[config.mk]
export PLATFORM = sky130hd
export DESIGN_NAME = intr_prio_unit
export DESIGN_NICKNAME = d
export VERILOG_FILES = /design/src/rtl/intr_pkg.sv /design/src/rtl/intr_edge_latch.sv /design/src/rtl/intr_prio_arb.sv /design/src/rtl/intr_mask_reg.sv /design/src/rtl/intr_prio_unit.sv
export SDC_FILE = /design/constraint.sdc
export NUM_CORES = 1
export LEC_CHECK = 0
export ABC_AREA = 1
export BUFFER_PORTS_ARGS = -buffer_cell sky130_fd_sc_hd__buf_4
export CAP_MARGIN = 0
export CORE_UTILIZATION = 35
export CTS_BUF_LIST = sky130_fd_sc_hd__clkbuf_4
export DETAILED_ROUTE_END_ITERATION = 7
export PLACE_DENSITY_LB_ADDON = 0.25
export REMOVE_ABC_BUFFERS = 1
export SETUP_SLACK_MARGIN = 0.4
export SYNTH_ARGS = -nofsm -noshare
export SYNTH_HDL_FRONTEND = slang
export SYNTH_SLANG_ARGS = --single-unit
[constraint.sdc]
create_clock -name clk -period 3.8 [get_ports clk]
set_clock_uncertainty 0.2 [all_clocks]
set_input_delay 1.14 -clock clk [delete_from_list [all_inputs] [get_ports clk]]
set_output_delay 1.14 -clock clk [all_outputs]
set_load 0.005 [all_outputs]
[src/rtl/intr_pkg.sv]
package intr_pkg;
   localparam int NSRC      = 5;
   localparam int SRC_GEN   = 0;
   localparam int SRC_LO    = 1;
   localparam int SRC_MID   = 2;
   localparam int SRC_EDGE  = 3;
   localparam int SRC_TRAP  = 4;
   // set-mask byte control positions
   localparam int SM_MSK_EN = 3;
   localparam int SM_CLR_E  = 4;
   localparam int SM_SO_EN  = 6;
   localparam int SM_SO_DAT = 7;
endpackage

[src/rtl/intr_edge_latch.sv]
module intr_edge_latch #(
   parameter bit STICKY = 1'b1
) (
   input  logic clk,
   input  logic rst_n,
   input  logic req,
   input  logic clr,
   output logic live
);
   logic prev_q, hit_q, hit_d, rise;

   assign rise = req & ~prev_q;

   generate
      if (STICKY) begin : g_sticky
         assign hit_d = clr ? 1'b0 : (rise ? 1'b1 : hit_q);
         assign live  = hit_q;
      end else begin : g_armed
         assign hit_d = (clr | ~req) ? 1'b0 : (rise ? 1'b1 : hit_q);
         assign live  = hit_q & req;
      end
   endgenerate

   always_ff @(posedge clk) begin
      if (!rst_n) begin
         prev_q <= 1'b0;
         hit_q  <= 1'b0;
      end else begin
         prev_q <= req;
         hit_q  <= hit_d;
      end
   end

   a_r7_clr_empties: assert property (@(posedge clk) disable iff (!rst_n)
      clr |=> !hit_q);
   a_r2_needs_edge: assert property (@(posedge clk) disable iff (!rst_n)
      (!hit_q && !rise) |=> !hit_q);
endmodule

[src/rtl/intr_prio_arb.sv]
module intr_prio_arb #(
   parameter int N = 5
) (
   input  logic [N-1:0] req,
   output logic [N-1:0] grant
);
   if (N < 2) begin : g_bad_n
      $error("intr_prio_arb: N must be at least 2");
   end

   for (genvar i = 0; i < N; i++) begin : g_slot
      if (i == N-1) begin : g_top
         assign grant[i] = req[i];
      end else begin : g_low
         assign grant[i] = req[i] & ~(|req[N-1:i+1]);
      end
   end
endmodule

[src/rtl/intr_mask_reg.sv]
module intr_mask_reg
   import intr_pkg::*;
(
   input  logic       clk,
   input  logic       rst_n,
   input  logic       wr,
   input  logic [7:0] data,
   input  logic       ei,
   input  logic       di,
   input  logic       take,
   output logic [2:0] mask,
   output logic       ie,
   output logic       ser_out
);
   always_ff @(posedge clk) begin
      if (!rst_n) begin
         mask    <= 3'b111;
         ie      <= 1'b0;
         ser_out <= 1'b0;
      end else begin
         if (wr && data[SM_MSK_EN]) mask    <= data[2:0];
         if (wr && data[SM_SO_EN])  ser_out <= data[SM_SO_DAT];
         if (take || di)            ie      <= 1'b0;
         else if (ei)               ie      <= 1'b1;
      end
   end

   a_r5_mask_hold: assert property (@(posedge clk) disable iff (!rst_n)
      (wr && !data[SM_MSK_EN]) |=> $stable(mask));
   a_r6_sod_hold: assert property (@(posedge clk) disable iff (!rst_n)
      (wr && !data[SM_SO_EN]) |=> $stable(ser_out));
   a_r9_take_drops: assert property (@(posedge clk) disable iff (!rst_n)
      take |=> !ie);
endmodule

[src/rtl/intr_prio_unit.sv]
module intr_prio_unit
   import intr_pkg::*;
#(
   parameter int VEC_W      = 16,
   parameter int SLOT_BYTES = 8,
   parameter int TRAP_SLOT  = 4,
   parameter int LO_SLOT    = 5,
   parameter int MID_SLOT   = 6,
   parameter int EDGE_SLOT  = 7
) (
   input  logic             clk,
   input  logic             rst_n,
   input  logic             trap_req,
   input  logic             r75_req,
   input  logic             r65_req,
   input  logic             r55_req,
   input  logic             gen_req,
   input  logic             ei_stb,
   input  logic             di_stb,
   input  logic             smask_wr,
   input  logic [7:0]       smask_data,
   input  logic             ser_in,
   input  logic             ack,
   output logic             irq_valid,
   output logic [4:0]       irq_grant,
   output logic [VEC_W-1:0] irq_vec,
   output logic [7:0]       rmask_data,
   output logic             ser_out
);
   localparam int HALF = SLOT_BYTES / 2;
   localparam logic [VEC_W-1:0] VTAB [NSRC] = '{
      VEC_W'(0),
      VEC_W'(LO_SLOT   * SLOT_BYTES + HALF),
      VEC_W'(MID_SLOT  * SLOT_BYTES + HALF),
      VEC_W'(EDGE_SLOT * SLOT_BYTES + HALF),
      VEC_W'(TRAP_SLOT * SLOT_BYTES + HALF)};

   if (SLOT_BYTES < 2 || (SLOT_BYTES % 2) != 0) begin : g_bad_slot
      $error("intr_prio_unit: SLOT_BYTES must be even and at least 2");
   end
   if ((EDGE_SLOT + 1) * SLOT_BYTES > (2 ** VEC_W)) begin : g_bad_w
      $error("intr_prio_unit: VEC_W too narrow for restart slots");
   end

   logic [2:0]      mask;
   logic            ie, edge_pend, trap_live;
   logic [NSRC-1:0] req;
   logic            take_mask, clr_edge, clr_trap;

   intr_mask_reg u_mreg (
      .clk(clk), .rst_n(rst_n), .wr(smask_wr), .data(smask_data),
      .ei(ei_stb), .di(di_stb), .take(take_mask),
      .mask(mask), .ie(ie), .ser_out(ser_out));

   intr_edge_latch #(.STICKY(1'b1)) u_edge (
      .clk(clk), .rst_n(rst_n), .req(r75_req), .clr(clr_edge), .live(edge_pend));

   intr_edge_latch #(.STICKY(1'b0)) u_trap (
      .clk(clk), .rst_n(rst_n), .req(trap_req), .clr(clr_trap), .live(trap_live));

   assign req[SRC_TRAP] = trap_live;
   assign req[SRC_EDGE] = edge_pend & ~mask[2] & ie;
   assign req[SRC_MID]  = r65_req   & ~mask[1] & ie;
   assign req[SRC_LO]   = r55_req   & ~mask[0] & ie;
   assign req[SRC_GEN]  = gen_req   & ie;

   intr_prio_arb #(.N(NSRC)) u_arb (.req(req), .grant(irq_grant));

   assign irq_valid = |irq_grant;
   assign take_mask = ack & (|irq_grant[SRC_EDGE:SRC_GEN]);
   assign clr_trap  = ack & irq_grant[SRC_TRAP];
   assign clr_edge  = (ack & irq_grant[SRC_EDGE]) | (smask_wr & smask_data[SM_CLR_E]);

   always_comb begin
      irq_vec = '0;
      for (int i = 0; i < NSRC; i++)
         if (irq_grant[i]) irq_vec = irq_vec | VTAB[i];
   end

   assign rmask_data = {ser_in, edge_pend, r65_req, r55_req, ie, mask};

   a_r1_onehot: assert property (@(posedge clk) disable iff (!rst_n)
      $onehot0(irq_grant));
   a_r2_trap_first: assert property (@(posedge clk) disable iff (!rst_n)
      trap_live |-> irq_grant[SRC_TRAP]);
   a_r3_lo_gated: assert property (@(posedge clk) disable iff (!rst_n)
      irq_grant[SRC_LO] |-> (!mask[0] && ie && r55_req));
   a_r3_gen_gated: assert property (@(posedge clk) disable iff (!rst_n)
      irq_grant[SRC_GEN] |-> (ie && gen_req));
   a_r9_trap_keeps_ie: assert property (@(posedge clk) disable iff (!rst_n)
      (clr_trap && !ei_stb && !di_stb) |=> $stable(ie));
endmodule

==> results.yml, run 1 <==
critical_path:
  cp_data_required_time_ns: 2.46
  crit_family: "simple AND/OR/NAND/NOR gates"
  start_kind: "primary input"
  worst_ep_arrival_time_ns: 1.83
  crit_chain: "buf_4 > nand2_2 > nor2_4 > nor2_1 > nand2_2 > inv_1 > buf_4"
  critPathCaptureType: "output pin"
  reg2reg_from: "u_mreg.ie"
  rrSetupSlack_ns: 2.44
  max_stage_delay_ns: 0.20
  path_class: "primary input to output pin"
  slowest_stage: "nor2_1"
  path_buf_inv: 3
  rr_worst_depth: 7
  worstReg2RegEnd: "u_mreg.ie"
  crit_path_max_fanout: 3
pwr:
  clkPwrFrac: 0.337
  combinationalPowerShare: 0.206
  p_seq_frac: 0.457
  p_sw_uw: 56.4
  p_int_uw: 174
  p_per_area_nw_per_um2: 280
  p_leak_nw: 0.500
  swShare: 0.245
  vdd_ir_drop_max_mv: 0.173
finish:
  fin_cells: 136
  diodes: 0
  final_common_cell: "buf_4"
  drive_above_1_share: 0.408
  syn_to_final_growth_pct: 34.5
  nNetsFinal: 141
  layout.cells.most_common_list: "buf_4, nand2_1, inv_1, conb_1, dfxtp_1"
yosys:
  synth_area_leaders: "dfxtp_1, buf_4, nand2_1, inv_1, nor2_1"
  yosys.area_share.xor_xnor: 0
  synthSimpleGateAreaFrac: 0.290
  ys_warn_count: 0
  ys_ff_latch: 9
  yosys.area_share.adder: 0
  synth_top_cell_area_share: 0.294
  synth_seq_area_share: 0.294
  synth.area.mux_share: 0
  synth_top_family_by_area: "buffers and inverters"
  synth_compound_area_frac: 0.0918
  syn_area_per_cell_um2: 6.89
  synth_top_area_cell: "dfxtp_1"
  synth_cells: 89
  netlist_area_um2: 613
  ys_types: 19
drt:
  drcViolationCount: 4
  drt_iter0_drc: 11
  vias: 569
  wl_um: 1180
  firstDrtPassIters: 7
  wire_per_inst_um: 8.70
  via_per_inst: 4.18
  antenna_left: 0
cts:
  clkLatencyLatePin_ns: 0.25
  post_cts_resized: 0
  h-tree-depth: 1
  root_buffer: "clkbuf_4"
  cts.sinks: 9
  cts_buffer_depth: 2
  postCtsHoldBufs: 0
  numCtsBuffers: 3
  cts_tree: "yes"
  path_clk_slew_ns: 0.06
  cts_setup_buffers: 0
global_route:
  grt_pass1_wl_um: 1870
  grt-ovfl-total: 0
  grt_max_degree: 8
  antenna_found_initial: 0
  grt_usage: 0.133
  grt_pass1_vias: 466
min_path:
  whs_endpoint: "u_mreg.ser_out"
  holdCritStartpoint: "u_mreg.ser_out"
  min_path_type: "register to register"
  holdPathStages: 2
place:
  hpwl_um: 1000
  gp_congestion: 0.774
  dp_cells: 132
  port_buffers: 35
timing:
  slew_violations: 0
  finalSetupTns_ns: 0
  fmax_mhz: 315
  fin_crit_sh: 0.834
  finalHoldViolations: 0
  setup_viol: 0
  rsz0062_at_grt: "false"
  fin_crit_ns: 3.17
floorplan:
  die_w_um: 43.9
  start_util: 0.389
  die_h_um: 43.9
  core_area_um2: 1580
  num_rows: 14
  dieArea_um2: 1920
  ioPinCount: 51
status:
  violations: "DRC"
  status: "complete, but fails checks"
job:
  maxCapViolCount: 0
## worst reg2reg max path: stages (launching register included)
cell     delay, ns
dfxtp_1       0.47
nand2_1       0.11
nor2_2        0.11
inv_1         0.04
nor2_1        0.10
nand2_2       0.08
nand3_2       0.09
a21oi_2       0.05
## power by group through the flow
stage | Sequential, mW | Combinational (mW) | Clock [mW]
finish | 0.105 | 0.0475 | 0.0777
global route | 0.106 | 0.0537 | 0.0871
global placement | 0.107 | 0.0470 | 0
CTS | 0.105 | 0.0479 | 0.0814
detailed placement | 0.107 | 0.0477 | 0
floorplan | 0.107 | 0.0173 | 0
## registers in the layout (all words and copies together), names as in the netlist
name / count
u_edge.prev_q: 1
u_mreg.ser_out: 1
u_trap.prev_q: 1
u_trap.hit_q: 1
u_mreg.ie: 1
u_mreg.mask: 3
u_edge.live: 1
## how the worst max path moves through the flow
stage                  from           end  slack (ns)  cells past startpoint
floorplan           r55_req    irq_vec[3]        0.88                      6
global placement    r55_req    irq_vec[3]        0.63                      8
CTS                 r65_req  irq_grant[0]        0.62                      7
global route        r65_req  irq_grant[0]        0.53                      7
finish              r65_req  irq_grant[0]        0.63                      7
detailed placement  r65_req  irq_grant[0]        0.63                      7
## metrics by stage
stage	power, mW	util	hold WS [ns]	instance area (um2)	setup slack (ns)
after global placement	0.154	0.504	0.248	795	0.627
after global routing	0.247	0.523	0.289	825	0.532
after CTS	0.235	0.523	0.272	825	0.623
after detailed placement	0.155	0.504	0.259	795	0.626
final	0.231	0.523	0.270	825	0.629
after floorplan	0.124	-	0.235	512	0.881
## final cells by class
| class | instances | area, um2 |
|---|---|---|
| flip-flops and latches | 9 | 180 |
| multi-input cells | 58 | 279 |
| inverters | 14 | 52.6 |
| repair buffers | 35 | 263 |
| fillers | 175 | 752 |
| well taps | 16 | 20.0 |
| clock buffers | 4 | 30.0 |
## Yosys cell counts (all sizes together)
| cell type | n |
|---|---|
| nand3 | 6 |
| nand2 | 20 |
| inv | 14 |
| o21ai | 3 |
| dfxtp | 9 |
| buf | 19 |
| nor3 | 1 |
| conb | 1 |
| nor2 | 10 |
| a211oi | 1 |
| a21oi | 3 |
| o211ai | 2 |
## logic make-up after synthesis
kind of cell	after synthesis
other	1
and+or+nand+nor	37
buffers and inverters	33
DFF	9
AOI/OAI and AO/OA	9
## layer usage
metal / wire length, um / share of wire / GRT usage / vias to the layer above
met2: 516 / 0.44 / 0.191 / 34
met4: 12 / 0.010 / 0.0909 / 0
met1: 524 / 0.44 / 0.174 / 230
met5: 0 / 0 / 0 / -
li1: - / - / - / 303
met3: 130 / 0.11 / 0.0333 / 2
No activity file was read; power rests on OpenSTA's default activity.
==> inputs of run 2 (changes only) <==
==> constraint.sdc (replaced) <==
create_clock -name clk -period 2.9 [get_ports clk]
set_clock_uncertainty 0.2 [all_clocks]
set_input_delay 0.87 -clock clk [delete_from_list [all_inputs] [get_ports clk]]
set_output_delay 0.87 -clock clk [all_outputs]
set_load 0.005 [all_outputs]
==> results.yml, run 2 (same netlist as run 1, synthesis figures left out) <==
timing:
  slew_violations: 0
  fin_crit_ns: 2.57
  setup_viol: 0
  finalHoldViolations: 0
  fin_crit_sh: 0.886
  fmax_mhz: 389
  rsz0062_at_grt: "true"
  finalSetupTns_ns: 0
finish:
  final_common_cell: "buf_4"
  diodes: 0
  fillCellCount: 160
  largest_register_ffs: 3
  fin_util: 0.553
  largest-register: "u_mreg.mask"
  syn_to_final_growth_pct: 42.2
  drive_above_1_share: 0.471
  final_area_um2: 872
  nNetsFinal: 142
  layout.cells.most_common_list: "buf_4, nand2_1, conb_1, inv_1, dfxtp_1"
  fin_cells: 137
critical_path:
  crit_chain: "buf_8 > nand2_4 > nor2_4 > inv_2 > nor2_2 > nand2_2 > o21ai_1 > buf_4"
  worstReg2RegEnd: "u_mreg.ie"
  start_kind: "primary input"
  rr_worst_depth: 7
  reg2reg_from: "u_mreg.ie"
  critPathCaptureType: "output pin"
  path_class: "primary input to output pin"
  worst_ep_arrival_time_ns: 1.50
  slowest_stage: "buf_4"
  crit_path_max_fanout: 3
  max_stage_delay_ns: 0.12
  rrSetupSlack_ns: 1.42
  cp_data_required_time_ns: 1.83
cts:
  cts_buffer_depth: 2
  postCtsHoldBufs: 0
  numCtsBuffers: 3
  root_buffer: "clkbuf_4"
  clkLatencyLatePin_ns: 0.25
  cts.sinks: 9
  path_clk_slew_ns: 0.06
  h-tree-depth: 1
  cts_tree: "yes"
min_path:
  whs_endpoint: "u_mreg.ser_out"
  holdPathStages: 2
  min_path_type: "register to register"
  holdCritStartpoint: "u_mreg.ser_out"
place:
  dp_cells: 132
  gp_congestion: 0.774
  hpwl_um: 1000
  port_buffers: 35
  placed_area_um2: 795
floorplan:
  start_util: 0.389
  ioPinCount: 51
  dieArea_um2: 1920
  core_area_um2: 1580
  num_rows: 14
  die_h_um: 43.9
  die_w_um: 43.9
drt:
  drcViolationCount: 0
  via_per_inst: 4.22
  drt_iter0_drc: 12
  firstDrtPassIters: 6
  wire_per_inst_um: 8.65
  wl_um: 1190
  vias: 578
  antenna_left: 0
pwr:
  vdd_ir_drop_max_mv: 0.245
  power_uw: 308
  p_per_area_nw_per_um2: 353
  p_leak_nw: 0.523
global_route:
  grt_usage: 0.126
  grt_max_degree: 8
  grt-ovfl-total: 0
  grt_pass1_wl_um: 1810
  antenna_found_initial: 0
  grt_pass1_vias: 458
job:
  maxCapViolCount: 0
status:
  status: "finished, final reports clean"
==> run 2: changes by cell type in the layout (fill, tap and decap cells not counted), sizes merged <==
| cell | previous run | this run |
|---|---|---|
| buf | 35 | 36 |
==> run 2: layout make-up <==
class / instances / area, um2 / area share
Multi-Input combinational cell: 58 / 308 / 0.353
Timing Repair Buffer: 36 / 282 / 0.323
Sequential cell: 9 / 180 / 0.207
Inverter: 14 / 52.6 / 0.0603
Clock buffer: 4 / 30.0 / 0.0344
Tap cell: 16 / 20.0 / 0.0230
==> run 2: metrics by stage <==
step / setup slack (ns) / hold WS, ns
2_1_floorplan: 0.521 / 0.235
3_3_place_gp: 0.267 / 0.248
3_5_place_dp: 0.266 / 0.259
4_1_cts: 0.268 / 0.268
5_1_grt: 0.279 / 0.292
6_report: 0.332 / 0.263
==> run 2: layer usage <==
layer | share of wire | GRT usage | wire (um)
met1 | 0.43 | 0.172 | 515
met4 | 0 | 0.0545 | 0
met3 | 0.098 | 0.0250 | 116
met5 | 0 | 0 | 0
met2 | 0.47 | 0.194 | 553
==> run 2: worst max-delay path: cells and delay by family <==
kind            cells  cell delay, ns
simple gates        4            0.31
buf+inv             3            0.24
compound gates      1            0.08
==> run 2: power by group <==
part	internal [mW]	switching, mW
registers	0.131	0.00798
clock network	0.0622	0.0408
logic	0.0370	0.0284
==> run 2: worst max-delay path by stage <==
stage               cells past startpoint    endpoint  startpoint
detailed placement                      8  irq_vec[3]     r55_req
CTS                                     8  irq_vec[3]     r55_req
global route                            8  irq_vec[3]     r55_req
finish                                  8  irq_vec[3]     r55_req
floorplan                               6  irq_vec[3]     r55_req
global placement                        8  irq_vec[3]     r55_req
==> run 2: repair_timing <==
item	in CTS	in global routing
pin swaps	3	3
setup buffers	1	0
resized for setup	4	10
hold endpoints to repair	0	0
setup endpoints to repair	9	9
